**src/rtl/dpwm_pkg.sv**
```systemverilog
package dpwm_pkg;
  localparam int unsigned CNT_W = 11;
  typedef logic [CNT_W-1:0] cnt_t;
endpackage

```
**src/rtl/dpwm_shadow.sv**
```systemverilog
module dpwm_shadow #(
  parameter int unsigned W = dpwm_pkg::CNT_W
) (
  input  logic         clk,
  input  logic         rst_n,
  input  logic         chan_en,
  input  logic         dith_en,
  input  logic [W-1:0] per,
  input  logic [W-1:0] duty,
  input  logic         load,
  output logic [W-1:0] sh_per,
  output logic [W-1:0] sh_duty,
  output logic         sh_dith
);
  logic         mode_q, mode_d, mode_ce;
  logic [W-1:0] per_d, duty_d;
  logic         dith_d;

  always_comb begin
    mode_ce = !chan_en || (per == '0);
    mode_d  = mode_ce ? dith_en : mode_q;
    per_d   = load ? per     : sh_per;
    duty_d  = load ? duty    : sh_duty;
    dith_d  = load ? mode_q  : sh_dith;
  end

  always_ff @(posedge clk or negedge rst_n) begin
    if (!rst_n) begin
      mode_q  <= 1'b0;
      sh_per  <= '0;
      sh_duty <= '0;
      sh_dith <= 1'b0;
    end else begin
      mode_q  <= mode_d;
      sh_per  <= per_d;
      sh_duty <= duty_d;
      sh_dith <= dith_d;
    end
  end

  assert_shadow_hold_R6: assert property (@(posedge clk) disable iff (!rst_n)
    !load |=> ($stable(sh_per) && $stable(sh_duty) && $stable(sh_dith)));

  assert_mode_locked_R7: assert property (@(posedge clk) disable iff (!rst_n)
    (chan_en && per != '0) |=> $stable(mode_q));
endmodule

```
**src/rtl/dpwm_timebase.sv**
```systemverilog
module dpwm_timebase #(
  parameter int unsigned W = dpwm_pkg::CNT_W
) (
  input  logic         clk,
  input  logic         rst_n,
  input  logic         chan_en,
  input  logic [W-1:0] sh_per,
  input  logic         sh_dith,
  output logic [W-1:0] cnt,
  output logic         half,
  output logic         running,
  output logic         full_end
);
  logic [W-1:0] span;
  logic         last;
  logic [W-1:0] cnt_d;
  logic         half_d;

  always_comb begin
    span     = sh_dith ? {1'b0, sh_per[W-1:1]} : sh_per;
    running  = chan_en && (span != '0);
    last     = running && (cnt == span - 1'b1);
    full_end = last && (half || !sh_dith);
    if (!running) begin
      cnt_d  = '0;
      half_d = 1'b0;
    end else if (last) begin
      cnt_d  = '0;
      half_d = sh_dith ? ~half : 1'b0;
    end else begin
      cnt_d  = cnt + 1'b1;
      half_d = half;
    end
  end

  always_ff @(posedge clk or negedge rst_n) begin
    if (!rst_n) begin
      cnt  <= '0;
      half <= 1'b0;
    end else begin
      cnt  <= cnt_d;
      half <= half_d;
    end
  end

  assert_cnt_in_span_R1: assert property (@(posedge clk) disable iff (!rst_n)
    running |-> (cnt < span));

  assert_half_on_wrap_R1: assert property (@(posedge clk) disable iff (!rst_n)
    (half != $past(half)) |-> ($past(last) || !$past(running)));

  assert_idle_clears_R8: assert property (@(posedge clk) disable iff (!rst_n)
    !chan_en |=> (cnt == '0 && !half));

  assert_normal_one_half_R5: assert property (@(posedge clk) disable iff (!rst_n)
    (running && !sh_dith) |-> !half);
endmodule

```
**src/rtl/dpwm_compare.sv**
```systemverilog
module dpwm_compare #(
  parameter int unsigned W = dpwm_pkg::CNT_W
) (
  input  logic         clk,
  input  logic         rst_n,
  input  logic         running,
  input  logic         half,
  input  logic         sh_dith,
  input  logic [W-1:0] sh_duty,
  input  logic [W-1:0] sh_per,
  input  logic [W-1:0] cnt,
  output logic         pwm_o
);
  logic [W-1:0] thr_first, thr_second, thr;
  logic         lvl;

  always_comb begin
    thr_first  = {1'b0, sh_duty[W-1:1]};
    thr_second = thr_first + {{(W-1){1'b0}}, sh_duty[0]};
    if (sh_dith) thr = half ? thr_second : thr_first;
    else         thr = sh_duty;
    lvl = running && (cnt >= thr);
  end

  always_ff @(posedge clk or negedge rst_n) begin
    if (!rst_n) pwm_o <= 1'b0;
    else        pwm_o <= lvl;
  end

  assert_zero_duty_high_R9: assert property (@(posedge clk) disable iff (!rst_n)
    (running && sh_duty == '0) |=> pwm_o);

  assert_full_duty_low_R9: assert property (@(posedge clk) disable iff (!rst_n)
    (running && sh_duty >= sh_per) |=> !pwm_o);

  assert_idle_low_R10: assert property (@(posedge clk) disable iff (!rst_n)
    !running |=> !pwm_o);

  assert_second_half_later_R3: assert property (@(posedge clk) disable iff (!rst_n)
    (running && sh_dith && half && cnt == thr_first && sh_duty[0]) |=> !pwm_o);
endmodule

```
**src/rtl/dpwm_channel.sv**
```systemverilog
module dpwm_channel #(
  parameter int unsigned W = dpwm_pkg::CNT_W
) (
  input  logic         clk,
  input  logic         rst_n,
  input  logic         chan_en,
  input  logic         dith_en,
  input  logic [W-1:0] per,
  input  logic [W-1:0] duty,
  output logic         pwm_o
);
  logic [W-1:0] sh_per, sh_duty, cnt;
  logic         sh_dith, half, running, full_end, load;

  assign load = !running || full_end;

  dpwm_shadow #(.W(W)) u_shadow (
    .clk(clk), .rst_n(rst_n), .chan_en(chan_en), .dith_en(dith_en),
    .per(per), .duty(duty), .load(load),
    .sh_per(sh_per), .sh_duty(sh_duty), .sh_dith(sh_dith)
  );

  dpwm_timebase #(.W(W)) u_timebase (
    .clk(clk), .rst_n(rst_n), .chan_en(chan_en),
    .sh_per(sh_per), .sh_dith(sh_dith),
    .cnt(cnt), .half(half), .running(running), .full_end(full_end)
  );

  dpwm_compare #(.W(W)) u_compare (
    .clk(clk), .rst_n(rst_n), .running(running), .half(half),
    .sh_dith(sh_dith), .sh_duty(sh_duty), .sh_per(sh_per),
    .cnt(cnt), .pwm_o(pwm_o)
  );

  assert_reset_low_R8: assert property (@(posedge clk) disable iff (!rst_n)
    $rose(rst_n) |-> !pwm_o);
endmodule

```
**config.mk**
```make
export PLATFORM = sky130hd
export DESIGN_NAME = dpwm_channel
export DESIGN_NICKNAME = d
export VERILOG_FILES = /design/src/rtl/dpwm_pkg.sv /design/src/rtl/dpwm_shadow.sv /design/src/rtl/dpwm_timebase.sv /design/src/rtl/dpwm_compare.sv /design/src/rtl/dpwm_channel.sv
export SDC_FILE = /design/constraint.sdc
export NUM_CORES = 1
export LEC_CHECK = 0
export ABC_AREA = 1
export BUFFER_PORTS_ARGS = -buffer_cell sky130_fd_sc_hd__buf_2
export CORE_MARGIN = 2
export CORE_UTILIZATION = 58
export CTS_CLUSTER_SIZE = 10
export DETAILED_ROUTE_END_ITERATION = 10
export PLACE_DENSITY = 0.78
export SETUP_SLACK_MARGIN = 0.3
export SKIP_CTS_REPAIR_TIMING = 1
export SLEW_MARGIN = 10
export SYNTH_ARGS = -nofsm -noshare
export SYNTH_HDL_FRONTEND = slang
export SYNTH_HIERARCHICAL = 1
export SYNTH_SLANG_ARGS = --single-unit
export TNS_END_PERCENT = 30
```
**constraint.sdc**
```tcl
create_clock -name clk -period 5.2 [get_ports clk]
set_input_delay 0.26 -clock clk [delete_from_list [all_inputs] [get_ports clk]]
set_output_delay 0.26 -clock clk [all_outputs]
set_load 0.01 [all_outputs]
```
==> results of run 1 <==
[state kept, by name, indices dropped and copies added (netlist names)]
| register | cells |
|---|---|
| u_shadow/sh_dith | 1 |
| u_shadow/mode_q | 1 |
| u_compare/pwm_o | 1 |
| u_timebase/half | 1 |
| u_timebase/cnt | 11 |
| u_shadow/sh_per | 11 |
| u_shadow/sh_duty | 11 |
[synth_stat cells, types with 2 or more instances]
library cell and count:
buf_6 4, o21ai_0 9, mux2_2 8, nand2_2 16, nand4_1 2, nor2_2 13, mux2_4 10, ha_1 16
nand3b_1 5, nand3_1 38, nor2_1 33, dfrtp_1 37, nor2_4 6, nand2_4 9, xnor2_1 4, inv_2 4
xor2_1 6, nand2_1 128, inv_1 57, a21oi_1 11
[worst register-to-register path, stage by stage (launching register included)]
cell     delay (ns)
dfrtp_1        0.97
inv_2          0.30
nand2_2        0.16
nand2_4        0.08
ha_1           0.22
or2_2          0.29
nand3_1        0.08
nand2_1        0.05
nor2_1         0.09
nand3_1        0.08
nor2_2         0.12
nand3_1        0.09
nor2_1         0.09
nand3_1        0.07
nor2_1         0.10
inv_1          0.04
nand2_1        0.71
mux2_2         0.43
[metrics by stage]
step | utilization | hold WS, ns | total power, W | instances
global route | 0.654 | 0.124 | 0.000858 | 529
floorplan | - | -0.0356 | 0.000551 | 431
CTS | 0.654 | 0.0872 | 0.000806 | 529
finish | 0.654 | 0.0576 | 0.000802 | 529
detailed placement | 0.638 | 0.408 | 0.000604 | 521
global placement | 0.638 | 0.396 | 0.000596 | 521
[area by class of cell]
class | instances | area, sq um
tap | 70 | 87.6
multi-input combinational | 325 | 1930
fill | 471 | 1800
clock buffer | 5 | 68.8
timing repair buffer | 27 | 138
inverter | 62 | 235
sequential | 37 | 926
clock inverter | 3 | 17.5
[logic make-up after synthesis]
family	count (synthesis)	synth area share
adders and majority gates	16	0.0632
xor gates and xnor gates	10	0.0276
muxes	19	0.0790
and+or+nand+nor	256	0.400
DFF	37	0.292
buffers and inverters	69	0.0983
AOI/OAI and AO/OA	24	0.0399
[where the power goes]
part	switching (W)	internal, W
Combinational	0.000162	0.000101
Sequential	0.0000315	0.000308
Clock	0.000108	0.0000925
[layer usage]
metal	GRT usage	up-vias	part of all wire
met2	0.380	63	0.46
li1	-	1405	-
met1	0.326	1247	0.48
met4	0.0667	0	0.015
met5	0	-	0
met3	0.0349	11	0.050
[how the worst min path moves through the flow]
stage / start / to / slack (ns) / cells after the start
2_1_floorplan: rst_n / u_compare/pwm_o / -0.04 / 0
3_3_place_gp: rst_n / u_shadow/sh_per[5] / 0.40 / 1
3_5_place_dp: rst_n / u_shadow/sh_per[5] / 0.41 / 1
4_1_cts: rst_n / u_shadow/sh_per[5] / 0.09 / 1
5_1_grt: rst_n / u_shadow/sh_per[5] / 0.12 / 1
6_report: rst_n / u_shadow/sh_per[5] / 0.06 / 1
==> flow_summary.yaml, run 1 <==
yosys:
  yosys_warnings: 6
  async_flop_share: 1.00
  yosys_most_used_dff: "dfrtp_1"
  yosysSeqAreaShare: 0.292
  synthTopCellsByArea: "dfrtp_1 29%, nand2_1 15%, inv_1 6.8%, ha_1 6.3%, nand3_1 6.0%"
  synth_edf_count: 0
  synth_cells: 431
  synth_nets: 473
  ys_types: 35
  ys_seq_elements: 37
  synth_top_cell_by_area: "dfrtp_1"
  synth_area_sq_um: 3170
  synth_top_area_frac: 0.292
  syn_area_per_cell_sq_um: 7.35
layout:
  antennaDiodeCount: 0
  finalInstanceArea_sq_um: 3400
  drive_gt1_frac: 0.233
  areaGrowthSynthToFinish_pct: 7.42
  final_common_cell: "nand2_1"
  layout_common_cells: "128 x nand2_1, 57 x inv_1, 38 x nand3_1"
  nets: 500
power_and_ir_drop:
  vdd_ir_drop_max_v: 0.000196
  p_per_area_nw_per_um2: 236
  p_leak_nw: 1.81
critical_path:
  worst-path-buf-inv: 2
  worst_ep_required_time_ns: 5.37
  critPathMaxStageDelay_ns: 0.97
  worstSetupPathType: "reg2reg"
  crit_top_cell: "nand3_1"
  r2r_end: "u_shadow/sh_duty[10]"
  critPathCapture: "u_shadow/sh_duty[10]"
  crit_chain: "inv_2 -> nand2_2 -> nand2_4 -> ha_1 -> or2_2 -> nand3_1 -> nand2_1 -> nor2_1 -> nand3_1 -> nor2_2 -> nand3_1 -> nor2_1 -> nand3_1 -> nor2_1 -> inv_1 -> nand2_1 -> mux2_2"
  crit_path_top_delay_cell: "dfrtp_1"
  r2r-start: "u_shadow/sh_dith"
  cp-end-kind: "flip-flop"
  crit_start: "u_shadow/sh_dith"
  cp-start-kind: "flip-flop"
  cp.depth: 17
  path_max_fanout: 31
  crit_family: "simple AND/OR/NAND/NOR gates"
  reg2reg_depth: 17
  cp.arrival_ns: 4.29
  r2r_slack_ns: 1.09
sta:
  slew_headroom: 0.337
  setup_viol: 0
  hold_violations: 0
  fin_crit_ns: 4.11
  max_slew.worst_pin.slew_ns: 0.991
  grt_setup_unrepaired: "false"
  fin_ws_ns: 1.09
  setup_tns_ns: 0
  slew_violations: 0
  post-route-period-util: 0.791
  max_freq_ghz: 0.243
  fin_skew_ns: 0.00825
cts:
  cts_tree: "done"
  htreeDepth: 2
  path_clk_slew_ns: 0.08
  cts_sinks: 37
  cts_made_buffers: 5
  cts_buffer_depth: 2
  cts_root_buf: "clkbuf_8"
  clk_latency_ns: 0.29
global_routing:
  grtUsageTotal: 0.234
  antenna_found_initial: 0
  grt_overflow: 0
  grt_max_degree: 38
  grt_pass1_vias: 2516
  grt_pass1_wl_microns: 11500
die:
  die_x_microns: 77.9
  core-area_sq_um: 5200
  ios: 27
  die_area_sq_um: 6070
  row_count: 26
  die_h_microns: 77.9
  start_util: 0.609
route:
  viasPerCell: 5.15
  post_drt_wl_per_cell_microns: 12.4
  ant_nets: 0
  dr.pass1.iters: 4
  drtIter0Drc: 153
  drcViolationCount: 0
  routed_wl_microns: 6560
  via_count: 2726
status:
  outcome: "completed"
placement:
  io_buffer_count: 26
  place_ws_ns: 1.11
  place_area_sq_um: 3320
  gp_congestion: 0.955
  dp_hpwl_microns: 5200
job:
  cap_violations: 0
worst_hold_path:
  hold_class: "in2async"
(Power assumes the default switching activity.)
==> run 2, diff against run 1 <==
Settings changed: ABC_AREA 1 to 0.
Clock period 5.2 ns to 3.9 ns, I/O delays scaled along.
==> run 2 against run 1 <==
Utilization is 2.8 points higher. First-iteration DRC count is 56% higher. Sequential power is 38% higher.
==> flow_summary.yaml, run 2 <==
yosys:
  ys_types: 57
  synth_area_sq_um: 2830
  synth_cells: 289
  synth_top_area_frac: 0.327
  yosys-top-cells-count: "37 x dfrtp_1, 24 x mux2_2, 19 x nand2_1"
  yosysSeqAreaShare: 0.327
  synth_compound_area_frac: 0.128
  synth_edf_count: 0
  yosys_most_used_dff: "dfrtp_1"
  synthMuxAreaShare: 0.146
  synthTopCellsByArea: "dfrtp_1 33%, mux2_2 9.6%, ha_1 7.1%, mux2i_1 4.6%, xor2_1 3.4%"
  yosysMostFrequentCell: "dfrtp_1"
  synth_top_cell_by_area: "dfrtp_1"
  synth_xor_area_frac: 0.0650
  synth_top_family_by_area: "simple AND/OR/NAND/NOR gates"
  ys_seq_elements: 37
  synthAdderAreaFrac: 0.0708
  yosys_warnings: 6
  synth-simple-area-share: 0.224
  async_flop_share: 1.00
  synth_nets: 331
  syn_area_per_cell_sq_um: 9.79
route:
  drcViolationCount: 0
  drtIter0Drc: 238
  routed_wl_microns: 6720
  post_drt_wl_per_cell_microns: 17.5
  viasPerCell: 6.26
  ant_nets: 0
  via_count: 2411
  dr.pass1.iters: 6
power_and_ir_drop:
  vdd_ir_drop_max_v: 0.000234
  p_leak_nw: 1.39
  p_per_area_nw_per_um2: 349
sta:
  max_freq_ghz: 0.288
  fin_skew_ns: 0.00825
  slew_headroom: 0.433
  slew_violations: 0
  setup_tns_ns: 0
  fin_crit_ns: 3.47
  post-route-period-util: 0.889
  hold_violations: 0
  max_slew.worst_pin.slew_ns: 0.850
  grt_setup_unrepaired: "false"
  setup_viol: 0
critical_path:
  crit_path_top_delay_cell: "or4b_4"
  worst-path-buf-inv: 0
  cp.depth: 10
  crit_chain: "mux2i_2 -> ha_2 -> or4b_4 -> or4_4 -> a31o_1 -> nor3_2 -> o211a_1 -> nor3b_4 -> nand2b_4 -> mux2_2"
  cp-end-kind: "flip-flop"
  critPathMaxStageDelay_ns: 0.52
  worst_ep_required_time_ns: 4.07
  path_max_fanout: 8
  worstSetupPathType: "reg2reg"
  crit_family: "simple AND/OR/NAND/NOR gates"
  reg2reg_depth: 10
  cp-start-kind: "flip-flop"
  cp.arrival_ns: 3.64
layout:
  antennaDiodeCount: 0
  areaGrowthSynthToFinish_pct: 13.8
  final_util: 0.682
  nets: 359
  drive_gt1_frac: 0.292
  largestRegisters: "u_shadow/sh_duty: 11 flops, u_shadow/sh_per: 11 flops, u_timebase/cnt: 11 flops"
  multi_input_area_sq_um: 1880
  register_area_sq_um: 927
  final_common_cell: "dfrtp_1"
  layout_common_cells: "36 x dfrtp_1, 26 x buf_2, 24 x mux2_2"
  fillers: 352
die:
  die_x_microns: 73.8
  core-area_sq_um: 4720
  start_util: 0.599
  die_h_microns: 73.8
  ios: 27
  row_count: 25
  die_area_sq_um: 5450
cts:
  htreeDepth: 2
  path_clk_slew_ns: 0.08
  cts_made_buffers: 5
  cts_buffer_depth: 2
  cts_sinks: 37
  clk_latency_ns: 0.29
  cts_tree: "done"
  cts_root_buf: "clkbuf_8"
global_routing:
  grt_pass1_wl_microns: 10300
  antenna_found_initial: 0
  grt_max_degree: 38
  grt_pass1_vias: 2180
  grt_overflow: 0
  grtUsageTotal: 0.249
job:
  cap_violations: 0
status:
  outcome: "completed"
worst_hold_path:
  hold_class: "in2async"
placement:
  dp_hpwl_microns: 4440
  gp_congestion: 0.879
  io_buffer_count: 26
## run 2: cell count changes after synthesis, moves of 8 or more
cell     previous run  this run
nor3_1              0         8
nand2_4             9         0
nor3_2              1         9
mux2i_1             1        13
mux2_4             10         0
nor2_1             33        11
nand2_1           128        19
nand3_1            38        16
mux2_2              8        24
nand2_2            16         1
inv_1              57         7
nor2_2             13         1
## run 2: cell families (layout without fill, tap and decap cells)
| logic type | Yosys count | after routing |
|---|---|---|
| flip-flops | 37 | 37 |
| AO/OA/AOI/OAI | 51 | 51 |
| multiplexers | 38 | 38 |
| buffers and inverters | 22 | 48 |
| AND/OR/NAND/NOR | 104 | 107 |
| adder cells (fa/ha/maj) | 16 | 16 |
| XOR/XNOR | 21 | 21 |
## run 2: final cells by class
type | instances | area share
Clock buffer | 7 | 0.0268
Tap cell | 67 | 0.0260
Sequential cell | 37 | 0.288
Clock inverter | 1 | 0.00933
Timing Repair Buffer | 33 | 0.0567
Inverter | 7 | 0.00816
Multi-Input combinational cell | 233 | 0.585
## run 2: path summary, 6_finish.rpt
path                       slack [ns]              from                   end
max                              0.43  u_shadow/sh_dith  u_shadow/sh_duty[10]
min                             0.002             rst_n    u_shadow/sh_per[6]
max reg2reg                      0.43  u_shadow/sh_dith  u_shadow/sh_duty[10]
min reg2reg                      0.51   u_shadow/mode_q       u_shadow/mode_q
max in group asynchronous        3.31             rst_n      u_shadow/sh_dith
min in group clk                 0.13           dith_en       u_shadow/mode_q
## run 2: metrics by stage
| step | cells | hold slack, ns | setup WS (ns) | cell area [sq um] | total power, W |
|---|---|---|---|---|---|
| global route | 385 | 0.0638 | 0.304 | 3220 | 0.00118 |
| floorplan | 289 | -0.101 | 0.0458 | 2890 | 0.000688 |
| finish | 385 | 0.00175 | 0.432 | 3220 | 0.00112 |
| CTS | 379 | 0.0401 | 0.150 | 3130 | 0.00110 |
| global placement | 371 | 0.341 | 0.335 | 3020 | 0.000738 |
| detailed placement | 371 | 0.354 | 0.228 | 3020 | 0.000749 |
## run 2: report_power, final
group	internal, W	total (W)	switching (W)
logic	0.000146	0.000304	0.000159
registers	0.000412	0.000468	0.0000563
clock network	0.000209	0.000351	0.000143
## run 2: per-layer routing
layer	GRT usage	wire, microns	up-vias
li1	-	-	1140
met1	0.346	3030	1167
met2	0.400	3250	94
met3	0.0453	352	10
met4	0.0687	79	0
met5	0	0	-
